`config.mk`:
```
export PLATFORM = sky130hd
export DESIGN_NAME = hit_chan_buf
export DESIGN_NICKNAME = d
export VERILOG_FILES = /design/src/rtl/hitbuf_pkg.sv /design/src/rtl/hitbuf_mark_track.sv /design/src/rtl/hitbuf_fifo.sv /design/src/rtl/hitbuf_out_stage.sv /design/src/rtl/hit_chan_buf.sv
export SDC_FILE = /design/constraint.sdc
export NUM_CORES = 1
export LEC_CHECK = 0
export ABC_AREA = 1
export BUFFER_PORTS_ARGS = -buffer_cell sky130_fd_sc_hd__buf_2
export CAP_MARGIN = 0
export CORE_MARGIN = 2
export CORE_UTILIZATION = 30
export CTS_CLUSTER_DIAMETER = 150
export DETAILED_ROUTE_END_ITERATION = 12
export GPL_ROUTABILITY_DRIVEN = 0
export PLACE_DENSITY_LB_ADDON = 0.08
export SYNTH_ARGS = -nofsm -noshare
export SYNTH_HDL_FRONTEND = slang
export SYNTH_SLANG_ARGS = --single-unit
```
`constraint.sdc`:
```
create_clock -name clk -period 5.7 [get_ports clk]
set_clock_uncertainty 0.2 [all_clocks]
set_input_delay 1.14 -clock clk [delete_from_list [all_inputs] [get_ports clk]]
set_output_delay 1.14 -clock clk [all_outputs]
set_load 0.03 [all_outputs]
```
`src/rtl/hitbuf_pkg.sv`:
```
package hitbuf_pkg;

    localparam int WORD_W   = 40;
    localparam int TIME_W   = 22;
    localparam int FINE_W   = 16;
    localparam int CHAN_W   = 6;
    localparam int REC_W    = CHAN_W + FINE_W;
    localparam int SPARE_W  = WORD_W - 1 - TIME_W;

    typedef logic [TIME_W-1:0] time_t;

    typedef enum logic {
        WK_HIT  = 1'b0,
        WK_MARK = 1'b1
    } word_kind_e;

    typedef struct packed {
        word_kind_e            kind;
        logic [SPARE_W-1:0]    spare;
        time_t                 t;
    } in_word_t;

    typedef struct packed {
        logic [CHAN_W-1:0]     chan;
        logic [FINE_W-1:0]     fine;
    } rec_t;

    function automatic logic [FINE_W-1:0] fine_delta(input time_t hit_t, input time_t mark_t);
        time_t diff;
        diff = hit_t - mark_t;
        return diff[FINE_W-1:0];
    endfunction

endpackage

```
`src/rtl/hitbuf_mark_track.sv`:
```
module hitbuf_mark_track
    import hitbuf_pkg::*;
(
    input  logic  clk,
    input  logic  rst,
    input  logic  load,
    input  time_t time_in,
    output time_t mark_q,
    output logic  seen_q
);

    always_ff @(posedge clk) begin
        if (rst) begin
            mark_q <= '0;
            seen_q <= 1'b0;
        end else if (load) begin
            mark_q <= time_in;
            seen_q <= 1'b1;
        end
    end

endmodule

```
`src/rtl/hitbuf_fifo.sv`:
```
module hitbuf_fifo
    import hitbuf_pkg::*;
#(
    parameter int DEPTH = 8
) (
    input  logic clk,
    input  logic rst,
    input  logic wr_en,
    input  rec_t wr_rec,
    input  logic rd_en,
    output rec_t rd_rec,
    output logic full,
    output logic empty
);

    localparam int AW = (DEPTH > 1) ? $clog2(DEPTH) : 1;
    localparam int CW = $clog2(DEPTH + 1);
    localparam logic [AW-1:0] LAST = AW'(DEPTH - 1);

    rec_t          mem [DEPTH];
    logic [AW-1:0] wp, rp;
    logic [CW-1:0] cnt;
    logic          do_wr, do_rd;

    function automatic logic [AW-1:0] step(input logic [AW-1:0] p);
        return (p == LAST) ? '0 : p + 1'b1;
    endfunction

    assign full   = (cnt == CW'(DEPTH));
    assign empty  = (cnt == '0);
    assign do_wr  = wr_en && !full;
    assign do_rd  = rd_en && !empty;
    assign rd_rec = mem[rp];

    always_ff @(posedge clk) begin
        if (do_wr) mem[wp] <= wr_rec;
    end

    always_ff @(posedge clk) begin
        if (rst) begin
            wp  <= '0;
            rp  <= '0;
            cnt <= '0;
        end else begin
            if (do_wr) wp <= step(wp);
            if (do_rd) rp <= step(rp);
            case ({do_wr, do_rd})
                2'b10:   cnt <= cnt + 1'b1;
                2'b01:   cnt <= cnt - 1'b1;
                default: cnt <= cnt;
            endcase
        end
    end

endmodule

```
`src/rtl/hitbuf_out_stage.sv`:
```
module hitbuf_out_stage
    import hitbuf_pkg::*;
(
    input  logic clk,
    input  logic rst,
    input  logic src_empty,
    input  rec_t src_rec,
    output logic pop,
    input  logic out_ready,
    output logic out_valid,
    output rec_t out_rec
);

    typedef enum logic {OS_IDLE, OS_HOLD} out_state_e;

    out_state_e state;

    assign pop       = !src_empty && (state == OS_IDLE || out_ready);
    assign out_valid = (state == OS_HOLD);

    always_ff @(posedge clk) begin
        if (rst) begin
            state   <= OS_IDLE;
            out_rec <= '0;
        end else if (pop) begin
            state   <= OS_HOLD;
            out_rec <= src_rec;
        end else if (out_ready) begin
            state   <= OS_IDLE;
        end
    end

endmodule

```
`src/rtl/hit_chan_buf.sv`:
```
module hit_chan_buf
    import hitbuf_pkg::*;
#(
    parameter bit HIGH_THR = 1'b1,
    parameter int CHANNEL  = 0,
    parameter int HI_DEPTH = 8,
    parameter int LO_DEPTH = 16
) (
    input  logic                clk,
    input  logic                rst,
    input  logic [WORD_W-1:0]   wr_data,
    input  logic                wr_push,
    output logic                wr_ready,
    output logic [REC_W-1:0]    out_rec,
    output logic                out_valid,
    input  logic                out_ready,
    output logic                empty,
    output logic                err_no_marker,
    output logic                overflow
);

    localparam int DEPTH = HIGH_THR ? HI_DEPTH : LO_DEPTH;
    localparam logic [CHAN_W-1:0] CHAN_ID = CHAN_W'(CHANNEL);

    in_word_t word;
    time_t    mark_q;
    logic     ts_seen;
    logic     accept, load_mark, hit_keep, hit_orphan;
    logic     q_full, q_empty, q_pop;
    rec_t     q_in, q_out, o_rec;
    logic     unused_spare;

    assign word         = in_word_t'(wr_data);
    assign unused_spare = ^word.spare;

    assign wr_ready   = !q_full;
    assign accept     = wr_push && wr_ready;
    assign load_mark  = accept && (word.kind == WK_MARK);
    assign hit_keep   = accept && (word.kind == WK_HIT) && ts_seen;
    assign hit_orphan = accept && (word.kind == WK_HIT) && !ts_seen;

    assign q_in.chan = CHAN_ID;
    assign q_in.fine = fine_delta(word.t, mark_q);

    hitbuf_mark_track u_mark (
        .clk     (clk),
        .rst     (rst),
        .load    (load_mark),
        .time_in (word.t),
        .mark_q  (mark_q),
        .seen_q  (ts_seen)
    );

    hitbuf_fifo #(.DEPTH(DEPTH)) u_fifo (
        .clk    (clk),
        .rst    (rst),
        .wr_en  (hit_keep),
        .wr_rec (q_in),
        .rd_en  (q_pop),
        .rd_rec (q_out),
        .full   (q_full),
        .empty  (q_empty)
    );

    hitbuf_out_stage u_out (
        .clk       (clk),
        .rst       (rst),
        .src_empty (q_empty),
        .src_rec   (q_out),
        .pop       (q_pop),
        .out_ready (out_ready),
        .out_valid (out_valid),
        .out_rec   (o_rec)
    );

    assign out_rec = o_rec;
    assign empty   = q_empty && !out_valid;

    always_ff @(posedge clk) begin
        if (rst) begin
            err_no_marker <= 1'b0;
            overflow      <= 1'b0;
        end else begin
            if (hit_orphan)          err_no_marker <= 1'b1;
            if (wr_push && !wr_ready) overflow      <= 1'b1;
        end
    end

endmodule

```
==> results.sh, run 1 <==
export IMPL_outcome="finished, final reports clean"
export IMPL_cp_max_fo=23
export IMPL_post_route_util=0.346
export IMPL_p_per_area_nw_per_um2=461
export IMPL_drv_slew=0
export IMPL_ir_drop_mv=0.188
export IMPL_end_kind="register"
export IMPL_cts_resized=0
export IMPL_core_um2=27600
export IMPL_die_area_um2=29100
export IMPL_overflow=0
export IMPL_antenna_found_initial=0
export IMPL_clkLatencyLatePin_ns=0.43
export IMPL_antenna_cells=0
export IMPL_fp_dieH_um=171
export IMPL_fp_row_count=61
export IMPL_min_path_cells=2
export IMPL_timing_final_hold_violations=0
export IMPL_ys_seq_elements=174
export IMPL_numCtsBuffers=17
export IMPL_grt_pass1_wl_um=32400
export IMPL_clock_sinks=174
export IMPL_grt_max_degree=68
export IMPL_grt_pass1_vias=5363
export IMPL_reg2reg_depth=4
export IMPL_cts_root_buffer="clkbuf_16"
export IMPL_ys_warn_count=0
export IMPL_h_tree_depth=4
export IMPL_async_reset_ff_frac=0
export IMPL_hp_class="reg -> reg"
export IMPL_finalSetupTns_ns=0
export IMPL_start_util=0.303
export IMPL_postCtsSetupRepairBufs=0
export IMPL_p_int_uw=2740
export IMPL_arrival_ns=3.34
export IMPL_netSwitchingFraction=0.377
export IMPL_cts_clk_slew_worst_paths_ns=0.07
export IMPL_post_drt_via_cell_ratio=4.24
export IMPL_p_sw_uw=1660
export IMPL_hpwl_um=12200
export IMPL_p_clk_frac=0.300
export IMPL_cp_slowest_cell="o21ai_4"
export IMPL_dpl_cell_area_um2=8890
export IMPL_hold_end="err_no_marker"
export IMPL_synth_edf_count=128
export IMPL_r2r_slack_ns=2.55
export IMPL_rsz0062_at_grt="no"
export IMPL_vias=5702
export IMPL_synthCells=919
export IMPL_num_io_pins=71
export IMPL_synth_avg_cell_area_um2=9.07
export IMPL_cts_buffer_depth=2
export IMPL_crit_chain="buf_2, o21ai_4, inv_6, ha_1, nand2_1, inv_1, nor2_1, ha_1, a21oi_1, xnor2_1, o21ai_0, inv_1"
export IMPL_finalWirelength_um=20900
export IMPL_worstReg2RegStart="u_fifo.rp[2]"
export IMPL_antenna_left=0
export IMPL_hold_start="err_no_marker"
export IMPL_post_route_cells_drive_above_1_share=0.125
export IMPL_ys_types=34
export IMPL_ctsHoldBuffers=0
export IMPL_synth_flop_cell="edfxtp_1"
export IMPL_finish_instance_area_um2=9550
export IMPL_fmax_mhz=311
export IMPL_drt_iter0_markers=377
export IMPL_fin_crit_sh=0.564
export IMPL_comb_power_share=0.333
export IMPL_wl_per_cell_um=15.5
export IMPL_setup_viol_count_final=0
export IMPL_cts_tree="done"
export IMPL_synth_seq_area_share=0.571
export IMPL_worstReg2RegEnd="u_out.out_rec[8]"
export IMPL_syn_to_final_growth_pct=14.5
export IMPL_period_minus_slack_ns=3.21
export IMPL_drc=0
export IMPL_nNetsFinal=1022
export IMPL_synth_area_um2=8340
export IMPL_grt_total_usage=0.151
export IMPL_slew_headroom=0.201
export IMPL_final_common_cell="nand2_1"
export IMPL_critical_path_class="in -> reg"
export IMPL_critPathLaunchType="input port"
export IMPL_tightest_slew_ns=1.20
export IMPL_drv_cap=0
export IMPL_port_buffer_count=41
export IMPL_required_ns=5.83
export IMPL_drt_pass1_iter_count=4
export IMPL_cellLeakagePower_uw=0.00421
export IMPL_die_x_um=171
export IMPL_crit_path_max_incr_delay_ns=0.68
export IMPL_final_cell_mix="nand2_1, inv_1, edfxtp_1"
export IMPL_seq_power_share=0.367
## per-stage QoR
stage                     power (uW)  cells  hold WS, ns  setup WS, ns
after floorplan                 2750    924        0.228          2.77
after global placement          3160   1314        0.237          1.91
after detailed placement        3150   1314        0.239          1.91
after CTS                       4480   1346        0.250          2.38
after global routing            4690   1346        0.269          2.23
final                           4400   1346        0.249          2.49
## per-layer routing
layer	wire length (um)	global-route usage	vias up
met5	0	0	-
met1	10500	0.212	2644
li1	-	-	2990
met3	493	0.0238	11
met4	180	0.0390	0
met2	9720	0.244	57
## worst max-delay path, delay by kind of cell
| family | cells | cell delay, ns |
|---|---|---|
| xor+xnor | 1 | 0.13 |
| buf+inv | 4 | 0.47 |
| simple gates | 2 | 0.20 |
| compound gates | 3 | 0.88 |
| fa+ha+maj | 2 | 0.50 |
## cell families (layout without fill, tap and decap cells)
group,count (synthesis),in the layout,share of synthesized area
adders and majority gates,23,23,0.0354
buffers and inverters,213,257,0.109
and+or+nand+nor,420,420,0.221
xor gates and xnor gates,11,11,0.0116
other,1,6,0.000450
DFF,174,174,0.571
AOI/OAI and AO/OA,77,77,0.0516
## power by group through the flow
stage / Clock (uW) / Combinational (uW) / Sequential [uW]
floorplan: 0 / 1030 / 1720
global placement: 0 / 1510 / 1640
detailed placement: 0 / 1510 / 1640
CTS: 1350 / 1510 / 1620
global route: 1400 / 1660 / 1630
finish: 1320 / 1460 / 1610
## cells in the mapped netlist (4+ instances only)
master    count  area [um^2]
clkbuf_1      7         26.3
nand2_1     267         1000
nand3_1     102          510
o21ai_0      20          100
nor2_1       25         93.8
nand3_2      11          110
edfxtp_1    128         3840
a21oi_1      44          220
inv_1       168          631
xnor2_1       4         35.0
buf_4        11         82.6
xor2_1        7         61.3
dfxtp_1      46          921
nand4_1       4         25.0
buf_2        18         90.1
a21oi_2       9         78.8
ha_1         22          275
## state kept, by name (all words and copies together) (netlist names), 3 cells and up
name and count:
u_fifo.cnt 4, u_fifo.mem 128, u_fifo.rp 3, u_fifo.wp 3, u_mark.mark_q 16, u_out.out_rec 16
## worst max-delay path by stage
stage	endpoint	slack, ns	startpoint
2_1_floorplan	u_fifo.mem[0][0]	2.77	wr_data[39]
3_3_place_gp	u_fifo.cnt[2]	1.91	out_ready
3_5_place_dp	u_fifo.cnt[2]	1.91	out_ready
4_1_cts	u_fifo.cnt[2]	2.38	out_ready
5_1_grt	u_fifo.cnt[2]	2.23	out_ready
6_report	u_fifo.cnt[2]	2.49	out_ready
## area by class of cell
type                       count  area [um^2]
timing repair buffer          53          295
multi-input combinational    537         2710
tap                          378          473
sequential                   174         4770
clock inverter                15          231
clock buffer                  17          425
inverter                     172          651
fill                        2896        18000
Power figures use the tool's default switching activity.
==> run 2, diff against run 1 <==
--- a/config.mk
+++ b/config.mk
@@ -5,7 +5,7 @@
 export SDC_FILE = /design/constraint.sdc
 export NUM_CORES = 1
 export LEC_CHECK = 0
-export ABC_AREA = 1
+export ABC_AREA = 0
 export BUFFER_PORTS_ARGS = -buffer_cell sky130_fd_sc_hd__buf_2
 export CAP_MARGIN = 0
 export CORE_MARGIN = 2
==> constraint.sdc (replaced) <==
create_clock -name clk -period 3.33 [get_ports clk]
set_clock_uncertainty 0.2 [all_clocks]
set_input_delay 0.666 -clock clk [delete_from_list [all_inputs] [get_ports clk]]
set_output_delay 0.666 -clock clk [all_outputs]
set_load 0.03 [all_outputs]
==> results.sh, run 2 <==
export IMPL_synth_xor_area_frac=0.0176
export IMPL_grt_max_degree=47
export IMPL_timing_final_hold_violations=0
export IMPL_final_common_cell="edfxtp_1"
export IMPL_fmax_mhz=342
export IMPL_antenna_cells=0
export IMPL_top_regs="u_fifo.mem (128), u_mark.mark_q (16), u_out.out_rec (16)"
export IMPL_grt_total_usage=0.128
export IMPL_finalSetupTns_ns=0
export IMPL_finalWirelength_um=15600
export IMPL_required_ns=3.48
export IMPL_ys_seq_elements=174
export IMPL_synth_avg_cell_area_um2=14.4
export IMPL_cts_root_buffer="clkbuf_16"
export IMPL_crit_family="simple AND/OR/NAND/NOR gates"
export IMPL_synth_area_leaders="edfxtp_1, dfxtp_1, mux4_2"
export IMPL_setup_viol_count_final=0
export IMPL_synthTopCellsByCount="edfxtp_1, dfxtp_1, nor2_1"
export IMPL_slew_headroom=0.375
export IMPL_start_util=0.306
export IMPL_synth_top_family_by_area="multiplexers"
export IMPL_outcome="finished, final reports clean"
export IMPL_fp_dieH_um=162
export IMPL_synth_adder_area_share=0.0396
export IMPL_core_um2=24400
export IMPL_async_reset_ff_frac=0
export IMPL_die_x_um=162
export IMPL_synthCells=516
export IMPL_critical_path_class="reg -> reg"
export IMPL_synth_edf_count=128
export IMPL_yosys_area_top_type_share=0.516
export IMPL_p_per_area_nw_per_um2=734
export IMPL_synth_flop_cell="edfxtp_1"
export IMPL_postCtsSetupRepairBufs=0
export IMPL_numCtsBuffers=17
export IMPL_cts_resized=0
export IMPL_syn_to_final_growth_pct=16.3
export IMPL_h_tree_depth=4
export IMPL_finish_instance_area_um2=8670
export IMPL_drt_pass1_iter_count=4
export IMPL_cts_buffer_depth=2
export IMPL_fp_row_count=57
export IMPL_grt_pass1_vias=4312
export IMPL_clkLatencyLatePin_ns=0.44
export IMPL_drc=0
export IMPL_die_area_um2=26100
export IMPL_critPathLaunchType="register"
export IMPL_cts_clk_slew_worst_paths_ns=0.07
export IMPL_yosys_area_top_type="edfxtp_1"
export IMPL_fin_crit_sh=0.877
export IMPL_cellLeakagePower_uw=0.00297
export IMPL_post_drt_via_cell_ratio=4.57
export IMPL_ys_warn_count=0
export IMPL_overflow=0
export IMPL_drv_cap=0
export IMPL_largest_reg_flops=128
export IMPL_antenna_left=0
export IMPL_clock_sinks=174
export IMPL_tightest_slew_ns=0.938
export IMPL_synth_most_common_cell="edfxtp_1"
export IMPL_crit_buf_inv=0
export IMPL_antenna_found_initial=0
export IMPL_ctsHoldBuffers=0
export IMPL_synth_compound_area_frac=0.0683
export IMPL_synth_mux_area_frac=0.126
export IMPL_cp_slowest_cell="or4b_1"
export IMPL_wl_per_cell_um=17.2
export IMPL_cts_tree="done"
export IMPL_arrival_ns=3.07
export IMPL_largest_register="u_fifo.mem"
export IMPL_synth_area_um2=7450
export IMPL_end_kind="register"
export IMPL_rsz0062_at_grt="no"
export IMPL_drv_slew=0
export IMPL_hp_class="reg -> reg"
export IMPL_synth_seq_area_share=0.639
export IMPL_period_minus_slack_ns=2.92
export IMPL_ir_drop_mv=0.403
export IMPL_num_io_pins=71
export IMPL_nNetsFinal=637
export IMPL_vias=4149
export IMPL_final_cell_mix="edfxtp_1, dfxtp_1, nor2_1"
export IMPL_hpwl_um=9560
export IMPL_port_buffer_count=41
export IMPL_dpl_cell_area_um2=8080
export IMPL_crit_path_max_incr_delay_ns=0.65
export IMPL_ys_types=50
export IMPL_cp_max_fo=7
export IMPL_grt_pass1_wl_um=24700
export IMPL_drt_iter0_markers=283
export IMPL_crit_chain="or4b_1, nand2_1, nor2_1, nand2_2, ha_1, xor2_1, ha_1, a21oi_1, xor2_1, or3_1, a21oi_1"
export IMPL_post_route_cells_drive_above_1_share=0.233
export IMPL_synthSimpleGateAreaFrac=0.0764
run 2: logic make-up after synthesis:
group                    count (synthesis)
XOR/XNOR                                15
AO/OA/AOI/OAI                           79
flip-flops                             174
buffers and inverters                   48
multiplexers                            54
adder cells (fa/ha/maj)                 23
other                                    1
AND/OR/NAND/NOR                        122
run 2: worst paths after layout:
path / startpoint / to / slack, ns / cells after the start
min reg2reg: u_mark.mark_q[5] / u_mark.mark_q[5] / 0.26 / 2
max reg2reg: u_fifo.cnt[1] / u_fifo.cnt[2] / 0.41 / 11
min: u_mark.mark_q[5] / u_mark.mark_q[5] / 0.26 / 2
max: u_fifo.cnt[1] / u_fifo.cnt[2] / 0.41 / 11
run 2: tightest hold or removal path, stage by stage (launching register included):
cell and delay (ns):
dfxtp_1 0.31, nand2_1 0.05, a21oi_1 0.05
run 2: per-layer routing:
layer | vias to the layer above | share of wire | global-route usage
met5 | - | 0 | 0
met4 | 0 | 0.012 | 0.0430
met3 | 12 | 0.028 | 0.0282
met2 | 66 | 0.49 | 0.209
met1 | 2031 | 0.47 | 0.168
li1 | 2040 | - | -
run 2: layout make-up:
| cell class | count | area (um^2) |
|---|---|---|
| Inverter | 19 | 71.3 |
| Sequential cell | 174 | 4770 |
| Clock buffer | 17 | 425 |
| Fill cell | 2427 | 15700 |
| Timing Repair Buffer | 59 | 353 |
| Clock inverter | 15 | 160 |
| Tap cell | 324 | 405 |
| Multi-Input combinational cell | 299 | 2490 |
run 2: where the power goes:
| part | leakage [uW] | switching (uW) | internal (uW) |
|---|---|---|---|
| Clock | 0.000284 | 921 | 1070 |
| Combinational | 0.00116 | 1030 | 712 |
| Sequential | 0.00153 | 73.5 | 2560 |
| Total | 0.00297 | 2020 | 4340 |
run 2: stage by stage:
stage               total power [uW]  worst slack [ns]  instances   util  hold slack, ns
CTS                             6480             0.401        907  0.355           0.256
global placement                4440             0.142        875  0.331           0.243
floorplan                       4000             0.221        521      -           0.236
finish                          6360             0.409        907  0.355           0.256
detailed placement              4470           0.00736        875  0.331           0.247
global route                    6740             0.218        907  0.355           0.273
